### config.mk
export PLATFORM = sky130hd
export DESIGN_NAME = cadc_frontend
export DESIGN_NICKNAME = d
export VERILOG_FILES = /design/src/rtl/cadc_pkg.sv /design/src/rtl/cadc_cfg_regs.sv /design/src/rtl/cadc_keylock.sv /design/src/rtl/cadc_conv.sv /design/src/rtl/cadc_frontend.sv
export SDC_FILE = /design/constraint.sdc
export NUM_CORES = 1
export LEC_CHECK = 0
export ABC_AREA = 1
export BUFFER_PORTS_ARGS = -buffer_cell sky130_fd_sc_hd__buf_2
export CAP_MARGIN = 20
export CORE_MARGIN = 4
export CORE_UTILIZATION = 43
export DETAILED_ROUTE_END_ITERATION = 7
export HOLD_SLACK_MARGIN = 0.08
export SYNTH_ARGS = -nofsm -noshare
export SYNTH_HDL_FRONTEND = slang
export SYNTH_SLANG_ARGS = --single-unit
### constraint.sdc
create_clock -name clk -period 2.5 [get_ports clk]
set_input_delay 0 -clock clk [delete_from_list [all_inputs] [get_ports clk]]
set_output_delay 0 -clock clk [all_outputs]
set_load 0.1 [all_outputs]
### src/rtl/cadc_pkg.sv
`timescale 1ns/1ps
package cadc_pkg;
    localparam logic [7:0] A_REV    = 8'h01;
    localparam logic [7:0] A_TYPE   = 8'h04;
    localparam logic [7:0] A_SUB    = 8'h05;
    localparam logic [7:0] A_STAT   = 8'h08;
    localparam logic [7:0] A_MODE   = 8'h40;
    localparam logic [7:0] A_EN     = 8'h46;
    localparam logic [7:0] A_CHAN   = 8'h48;
    localparam logic [7:0] A_DIG    = 8'h50;
    localparam logic [7:0] A_SETTLE = 8'h51;
    localparam logic [7:0] A_REQ    = 8'h52;
    localparam logic [7:0] A_AVGN   = 8'h5a;
    localparam logic [7:0] A_AVGEN  = 8'h5b;
    localparam logic [7:0] A_RES_LO = 8'h60;
    localparam logic [7:0] A_RES_HI = 8'h61;
    localparam logic [7:0] A_KEY    = 8'hd0;
    localparam logic [7:0] A_RSTCTL = 8'hda;

    localparam logic [7:0] KEY_VAL  = 8'ha5;
    localparam logic [7:0] TYPE_VAL = 8'h08;
    localparam logic [7:0] SUB_VAL  = 8'h03;

    localparam int CNT_W = 24;
    localparam int RES_W = 16;

    typedef enum logic [1:0] {
        ST_IDLE = 2'b00,
        ST_DONE = 2'b01,
        ST_PEND = 2'b10
    } stat_e;

    typedef struct packed {
        logic [4:0] op_mode;
        logic       trim;
        logic       en;
        logic [7:0] chan;
        logic [5:0] decim;
        logic [7:0] settle;
        logic [2:0] avg_log2;
        logic       avg_en;
    } cfg_t;

    function automatic logic [CNT_W-1:0] conv_cycles(input logic [7:0] base,
                                                     input cfg_t c);
        logic [CNT_W-1:0] t;
        t = CNT_W'(base) + CNT_W'(c.settle);
        if (c.avg_en) t = t << c.avg_log2;
        return t;
    endfunction
endpackage

### src/rtl/cadc_cfg_regs.sv
`timescale 1ns/1ps
module cadc_cfg_regs
    import cadc_pkg::*;
(
    input  logic       clk,
    input  logic       rst,
    input  logic       wr,
    input  logic [7:0] addr,
    input  logic [7:0] wdata,
    output cfg_t       cfg
);
    always_ff @(posedge clk) begin
        if (rst) begin
            cfg <= '0;
        end else if (wr) begin
            case (addr)
                A_MODE: begin
                    cfg.op_mode <= wdata[7:3];
                    cfg.trim    <= wdata[0];
                end
                A_EN:     cfg.en       <= wdata[7];
                A_CHAN:   cfg.chan     <= wdata;
                A_DIG:    cfg.decim    <= wdata[7:2];
                A_SETTLE: cfg.settle   <= wdata;
                A_AVGN:   cfg.avg_log2 <= wdata[2:0];
                A_AVGEN:  cfg.avg_en   <= wdata[7];
                default: ;
            endcase
        end
    end


    cfg_hold_chk: assert property (@(posedge clk) disable iff (rst)
        !wr |=> $stable(cfg));
endmodule

### src/rtl/cadc_keylock.sv
`timescale 1ns/1ps
module cadc_keylock
    import cadc_pkg::*;
(
    input  logic       clk,
    input  logic       rst,
    input  logic       wr,
    input  logic [7:0] addr,
    input  logic [7:0] wdata,
    output logic       warm
);
    logic unlock_q;

    always_ff @(posedge clk) begin
        if (rst) begin
            unlock_q <= 1'b0;
            warm     <= 1'b0;
        end else if (wr) begin
            unlock_q <= (addr == A_KEY) && (wdata == KEY_VAL);
            if (addr == A_RSTCTL && unlock_q) warm <= wdata[2];
        end
    end


    warm_guard_chk: assert property (@(posedge clk) disable iff (rst)
        !$stable(warm) |-> ($past(unlock_q) && $past(wr)));
endmodule

### src/rtl/cadc_conv.sv
`timescale 1ns/1ps
module cadc_conv
    import cadc_pkg::*;
(
    input  logic             clk,
    input  logic             rst,
    input  logic             en,
    input  logic             req_strobe,
    input  logic             dis_strobe,
    input  logic             rd_lo,
    input  logic [CNT_W-1:0] cycles,
    input  logic [RES_W-1:0] sample_in,
    output stat_e            stat,
    output logic [RES_W-1:0] result,
    output logic             irq
);
    logic [CNT_W-1:0] cnt;

    always_ff @(posedge clk) begin
        if (rst) begin
            stat   <= ST_IDLE;
            cnt    <= '0;
            result <= '0;
            irq    <= 1'b0;
        end else begin
            irq <= 1'b0;
            if (dis_strobe) begin
                if (stat == ST_PEND) stat <= ST_IDLE;
            end else if (stat == ST_PEND) begin
                if (cnt <= CNT_W'(1)) begin
                    stat   <= ST_DONE;
                    result <= sample_in;
                    irq    <= 1'b1;
                end else begin
                    cnt <= cnt - CNT_W'(1);
                end
            end else if (req_strobe && en) begin
                stat <= ST_PEND;
                cnt  <= cycles;
            end else if (rd_lo && stat == ST_DONE) begin
                stat <= ST_IDLE;
            end
        end
    end


    irq_status_chk: assert property (@(posedge clk) disable iff (rst)
        irq |-> stat == ST_DONE);

    irq_single_chk: assert property (@(posedge clk) disable iff (rst)
        irq |=> !irq);

    dis_cancel_chk: assert property (@(posedge clk) disable iff (rst)
        !en |-> stat != ST_PEND);

    result_hold_chk: assert property (@(posedge clk) disable iff (rst)
        !$stable(result) |-> irq);

    pend_count_chk: assert property (@(posedge clk) disable iff (rst)
        (stat == ST_PEND && $past(stat) == ST_PEND) |-> cnt == $past(cnt) - CNT_W'(1));
endmodule

### src/rtl/cadc_frontend.sv
`timescale 1ns/1ps
module cadc_frontend
    import cadc_pkg::*;
#(
    parameter int BASE_CYC = 8,
    parameter int REV_VAL  = 1
) (
    input  logic             clk,
    input  logic             rst,
    input  logic             host_wr,
    input  logic             host_rd,
    input  logic [7:0]       host_addr,
    input  logic [7:0]       host_wdata,
    output logic [7:0]       host_rdata,
    input  logic [RES_W-1:0] sample_in,
    output logic             eoc_irq,
    output logic             follow_warm
);
    localparam logic [7:0] BASE_B = 8'(BASE_CYC);
    localparam logic [7:0] REV_B  = 8'(REV_VAL);

    cfg_t             cfg;
    stat_e            stat;
    logic [RES_W-1:0] result;
    logic             req_strobe, dis_strobe, rd_lo;

    assign req_strobe = host_wr && host_addr == A_REQ && host_wdata[7];
    assign dis_strobe = host_wr && host_addr == A_EN && !host_wdata[7];
    assign rd_lo      = host_rd && host_addr == A_RES_LO;

    cadc_cfg_regs u_cfg (
        .clk(clk), .rst(rst), .wr(host_wr), .addr(host_addr),
        .wdata(host_wdata), .cfg(cfg)
    );

    cadc_keylock u_key (
        .clk(clk), .rst(rst), .wr(host_wr), .addr(host_addr),
        .wdata(host_wdata), .warm(follow_warm)
    );

    cadc_conv u_conv (
        .clk(clk), .rst(rst), .en(cfg.en), .req_strobe(req_strobe),
        .dis_strobe(dis_strobe), .rd_lo(rd_lo),
        .cycles(conv_cycles(BASE_B, cfg)), .sample_in(sample_in),
        .stat(stat), .result(result), .irq(eoc_irq)
    );

    always_comb begin
        case (host_addr)
            A_REV:    host_rdata = REV_B;
            A_TYPE:   host_rdata = TYPE_VAL;
            A_SUB:    host_rdata = SUB_VAL;
            A_STAT:   host_rdata = {6'b0, stat};
            A_MODE:   host_rdata = {cfg.op_mode, 2'b0, cfg.trim};
            A_EN:     host_rdata = {cfg.en, 7'b0};
            A_CHAN:   host_rdata = cfg.chan;
            A_DIG:    host_rdata = {cfg.decim, 2'b0};
            A_SETTLE: host_rdata = cfg.settle;
            A_REQ:    host_rdata = {stat == ST_PEND, 7'b0};
            A_AVGN:   host_rdata = {5'b0, cfg.avg_log2};
            A_AVGEN:  host_rdata = {cfg.avg_en, 7'b0};
            A_RES_LO: host_rdata = result[7:0];
            A_RES_HI: host_rdata = result[15:8];
            A_RSTCTL: host_rdata = {5'b0, follow_warm, 2'b0};
            default:  host_rdata = 8'h00;
        endcase
    end
endmodule

==> summary.md <==
| Metric | Value |
|---|---|
| Number of top-level pins | 46 |
| Slew margin rel. | 0.623 |
| Final HPWL from detailed placement | 11500 um |
| Synthesized flop and latch total | 78 |
| Final standard cell count with taps included and fillers excluded | 1017 |
| Commonest non-fill, non-tap cells in the layout | 178 x nand2_1, 148 x nor2_1, 78 x dfxtp_1, 73 x inv_1, 70 x nand3_1 |
| Layout cell share with drive strength beyond 1 | 0.127 |
| Count of yosys warnings during synthesis | 0 |
| Clock H-tree levels | 3 |
| PostCTS Resize Cnt | 0 |
| Total count of hold-check failures in the final report | 0 |
| Ys async rst share | 0 |
| Number of I/O port buffers | 45 |
| Number of synthesized flops with an enable pin | 0 |
| Number of setup violations in the final report | 0 |
| Setup slack of the most critical reg-to-reg path | 0.40 ns |
| Full die area | 0.0133 mm^2 |
| Count of antenna diodes in the layout | 0 |
| Vertical extent of the die | 115 um |
| Power Density | 461 mW/mm^2 |
| Maximum number of pins on one net before global-route repair | 59 |
| Number of filler instances in the final layout | 1131 |
| Crit-path slowest cell | dfxtp_1 |
| Clock sink total | 78 |
| Worst Path Class, Setup | register to register |
| Via count of the first global-routing pass | 5250 |
| Maximum clock insertion buffer count | 2 |
| Die Span X | 115 um |
| Worst VDD drop | 406 uV |
| Number of hold buffers added after CTS | 27 |
| Hold Path Sink | u_cfg.cfg[0] |
| Residual antenna-violating net count after detailed routing | 0 |
| Clock-pin slew of the registers on the worst-case setup and hold paths | 0.07 ns |
| Number of detailed-route iterations in the first pass | 5 |
| Reg2reg start | u_conv.cnt[0] |
| Worst hold stages | 5 |
| Largest delay share family, worst path | simple AND/OR/NAND/NOR gates |
| Core area | 0.0111 mm^2 |
| Global-route wire length before repair | 25800 um |
| Leakage | 2.72 nW |
| Slew Viols, Final | 0 |
| Longest individual stage delay on the worst path | 0.39 ns |
| Cell Area, Synth | 0.00497 mm^2 |
| Via count normalized by instance count | 5.30 |
| Antenna violations before repair | 0 |
| Critical path's most frequent cell | nor2_1 |
| Result of the run | finished, final reports clean |
| Capturing point of the worst reg2reg path | u_conv.cnt[10] |
| Floorplan row count | 38 |
| Unrepaired setup endpoints after global routing | false |
| Leading register cell type out of synthesis | dfxtp_1 |
| TritonCTS clock tree | done |
| Minimum setup slack after placement | 0.427 ns |
| Hold path startpoint | host_addr[0] |
| Per-instance average area after synthesis | 6.15 um^2 |
| Growth of design area from synthesis to finish | 17.5% |
| Length in cells of the worst reg-to-reg path | 12 |
| Post-synthesis instance total | 808 |
| DRC errors left | 0 |
| Required time worst endpoint | 2.74 ns |
| Arrival time at the worst endpoint | 2.34 ns |
| Highest clock rate | 477 MHz |
| Violation count after the first detailed-route iteration | 385 |
| Setup crit start kind | register |
| Sequential share of the synthesized area | 0.314 |
| Total buffers and inverters traversed by the critical path | 2 |
| Congestion Overflow GR | 0 |
| Routed wire length per instance | 15.3 um |
| Initial core utilization | 0.448 |
| Number of buffers added by the clock tree synthesis step | 9 |
| Total via count after detailed routing | 5393 |
| Cells along the critical path | inv_1, ha_1, nor2_1, nor2_4, inv_2, nor2_4, nand2_4, nand3_4, nand2_2, nand2_1, nor2_1, nor2_1 |
| Cell at the root of the clock tree | clkbuf_16 |
| Instance count after placement with tap cells included | 974 |
| Nets | 911 |
| Final critical delay including setup and external delays | 2.10 ns |
| GPL Wtd Cong | 0.914 |
| Worst Max-Slew Pin Slew | 0.566 ns |
| Distinct cell type count after synthesis | 40 |
| Total wire length | 15600 um |
| Syn_nets | 847 |
| CP endpoint kind | register |
| Final critical-path share of the clock period | 0.839 |
| Final setup skew | 0.00730 ns |
| Worst-path maximum fanout | 21 |
| # Post-CTS Setup Buffers | 0 |
| Clock latency reported for the late side of the worst-skew pair | 0.35 ns |
| Type of the most critical hold path | input pin to register |
| GRT Util Overall | 0.246 |
| Placement Cell Area | 0.00528 mm^2 |
| Most common library cell in the layout ignoring fill and taps | nand2_1 |
| Setup slack after layout | 0.403 ns |
| # Max-Cap Violations | 0 |
| Total negative slack | 0 ns |
| Post-layout instance area | 0.00584 mm^2 |
## cells by family after synthesis
group / count (synthesis) / share of synthesized area
flip-flops: 78 / 0.314
buffers and inverters: 113 / 0.0949
AND/OR/NAND/NOR: 453 / 0.410
AO/OA/AOI/OAI: 158 / 0.168
adder cells (fa/ha/maj): 3 / 0.00756
XOR/XNOR: 3 / 0.00529
## worst max path at each step
stage / cells past startpoint / to / from
final: 12 / u_conv.cnt[10] / u_conv.cnt[0]
after global routing: 12 / u_conv.cnt[11] / u_conv.cnt[0]
after CTS: 5 / host_rdata[0] / u_cfg.cfg[1]
after detailed placement: 12 / u_conv.cnt[10] / u_conv.cnt[0]
after global placement: 12 / u_conv.cnt[10] / u_conv.cnt[0]
after floorplan: 5 / host_rdata[3] / host_addr[0]
## flip-flops by register name, indices dropped and copies added, names as in the netlist
| name | cells |
|---|---|
| u_cfg.cfg | 33 |
| u_conv.cnt | 24 |
| u_conv.result | 16 |
| u_conv.stat | 2 |
| u_conv.irq | 1 |
| u_key.unlock_q | 1 |
| u_key.warm | 1 |
## through the flow
stage	hold slack [ns]	util	total power [mW]
after floorplan	0.0772	-	1.33
after global placement	0.235	0.477	1.39
after detailed placement	0.245	0.477	1.39
after CTS	0.0813	0.527	2.71
after global routing	0.154	0.527	2.78
final	0.0955	0.527	2.69
## routing by layer
layer | vias to the layer above | share of wire | wire length (um) | track usage
met3 | 38 | 0.048 | 746 | 0.0350
met1 | 2441 | 0.44 | 6880 | 0.310
met5 | - | 0 | 0 | 0
met4 | 0 | 0.038 | 599 | 0.122
met2 | 146 | 0.47 | 7360 | 0.411
li1 | 2768 | - | - | -
## where the power goes
part           switching, mW  internal, mW  leakage (nW)
sequential          0.000935          1.24         0.628
clock                  0.600         0.692         0.135
combinational         0.0902        0.0634          1.95
total                  0.691          2.00          2.72
## cell type report
cell class	instances	area, um^2	share of cell area
clock buffer	9	225	0.0386
clock inverter	7	61.3	0.0105
inverter	88	333	0.0570
multi-input combinational	617	2940	0.504
sequential	78	1560	0.267
tap	140	175	0.0300
timing repair buffer	78	541	0.0926
## cell usage after synthesis, types with 2 or more instances
cell | count | area (um^2)
nor3_1 | 4 | 20.0
clkbuf_1 | 13 | 48.8
o21ai_1 | 16 | 80.1
o22ai_1 | 5 | 31.3
inv_2 | 11 | 41.3
nor2_1 | 148 | 556
nand3_1 | 70 | 350
nand2_1 | 178 | 668
buf_2 | 6 | 30.0
nor2_4 | 7 | 78.8
nand2_4 | 2 | 22.5
nor2_2 | 9 | 56.3
buf_6 | 4 | 45.0
inv_1 | 73 | 274
ha_1 | 3 | 37.5
a211oi_1 | 5 | 37.5
buf_4 | 2 | 15.0
o21ai_0 | 61 | 305
clkinv_1 | 3 | 11.3
o211ai_1 | 2 | 15.0
dfxtp_1 | 78 | 1560
nand4_1 | 17 | 106
nand2_2 | 6 | 37.5
xor2_1 | 3 | 26.3
nand3_4 | 2 | 35.0
o2111ai_1 | 2 | 17.5
nor4_1 | 3 | 18.8
a21oi_1 | 63 | 315
## worst reg2reg max path, stage by stage (launching register included)
cell and delay (ns):
dfxtp_1 0.39, inv_1 0.12, ha_1 0.28, nor2_1 0.25, nor2_4 0.07, inv_2 0.07
nor2_4 0.04, nand2_4 0.09, nand3_4 0.07, nand2_2 0.36, nand2_1 0.10, nor2_1 0.12
nor2_1 0.05
Note: power is estimated with default switching activity, not from simulation.
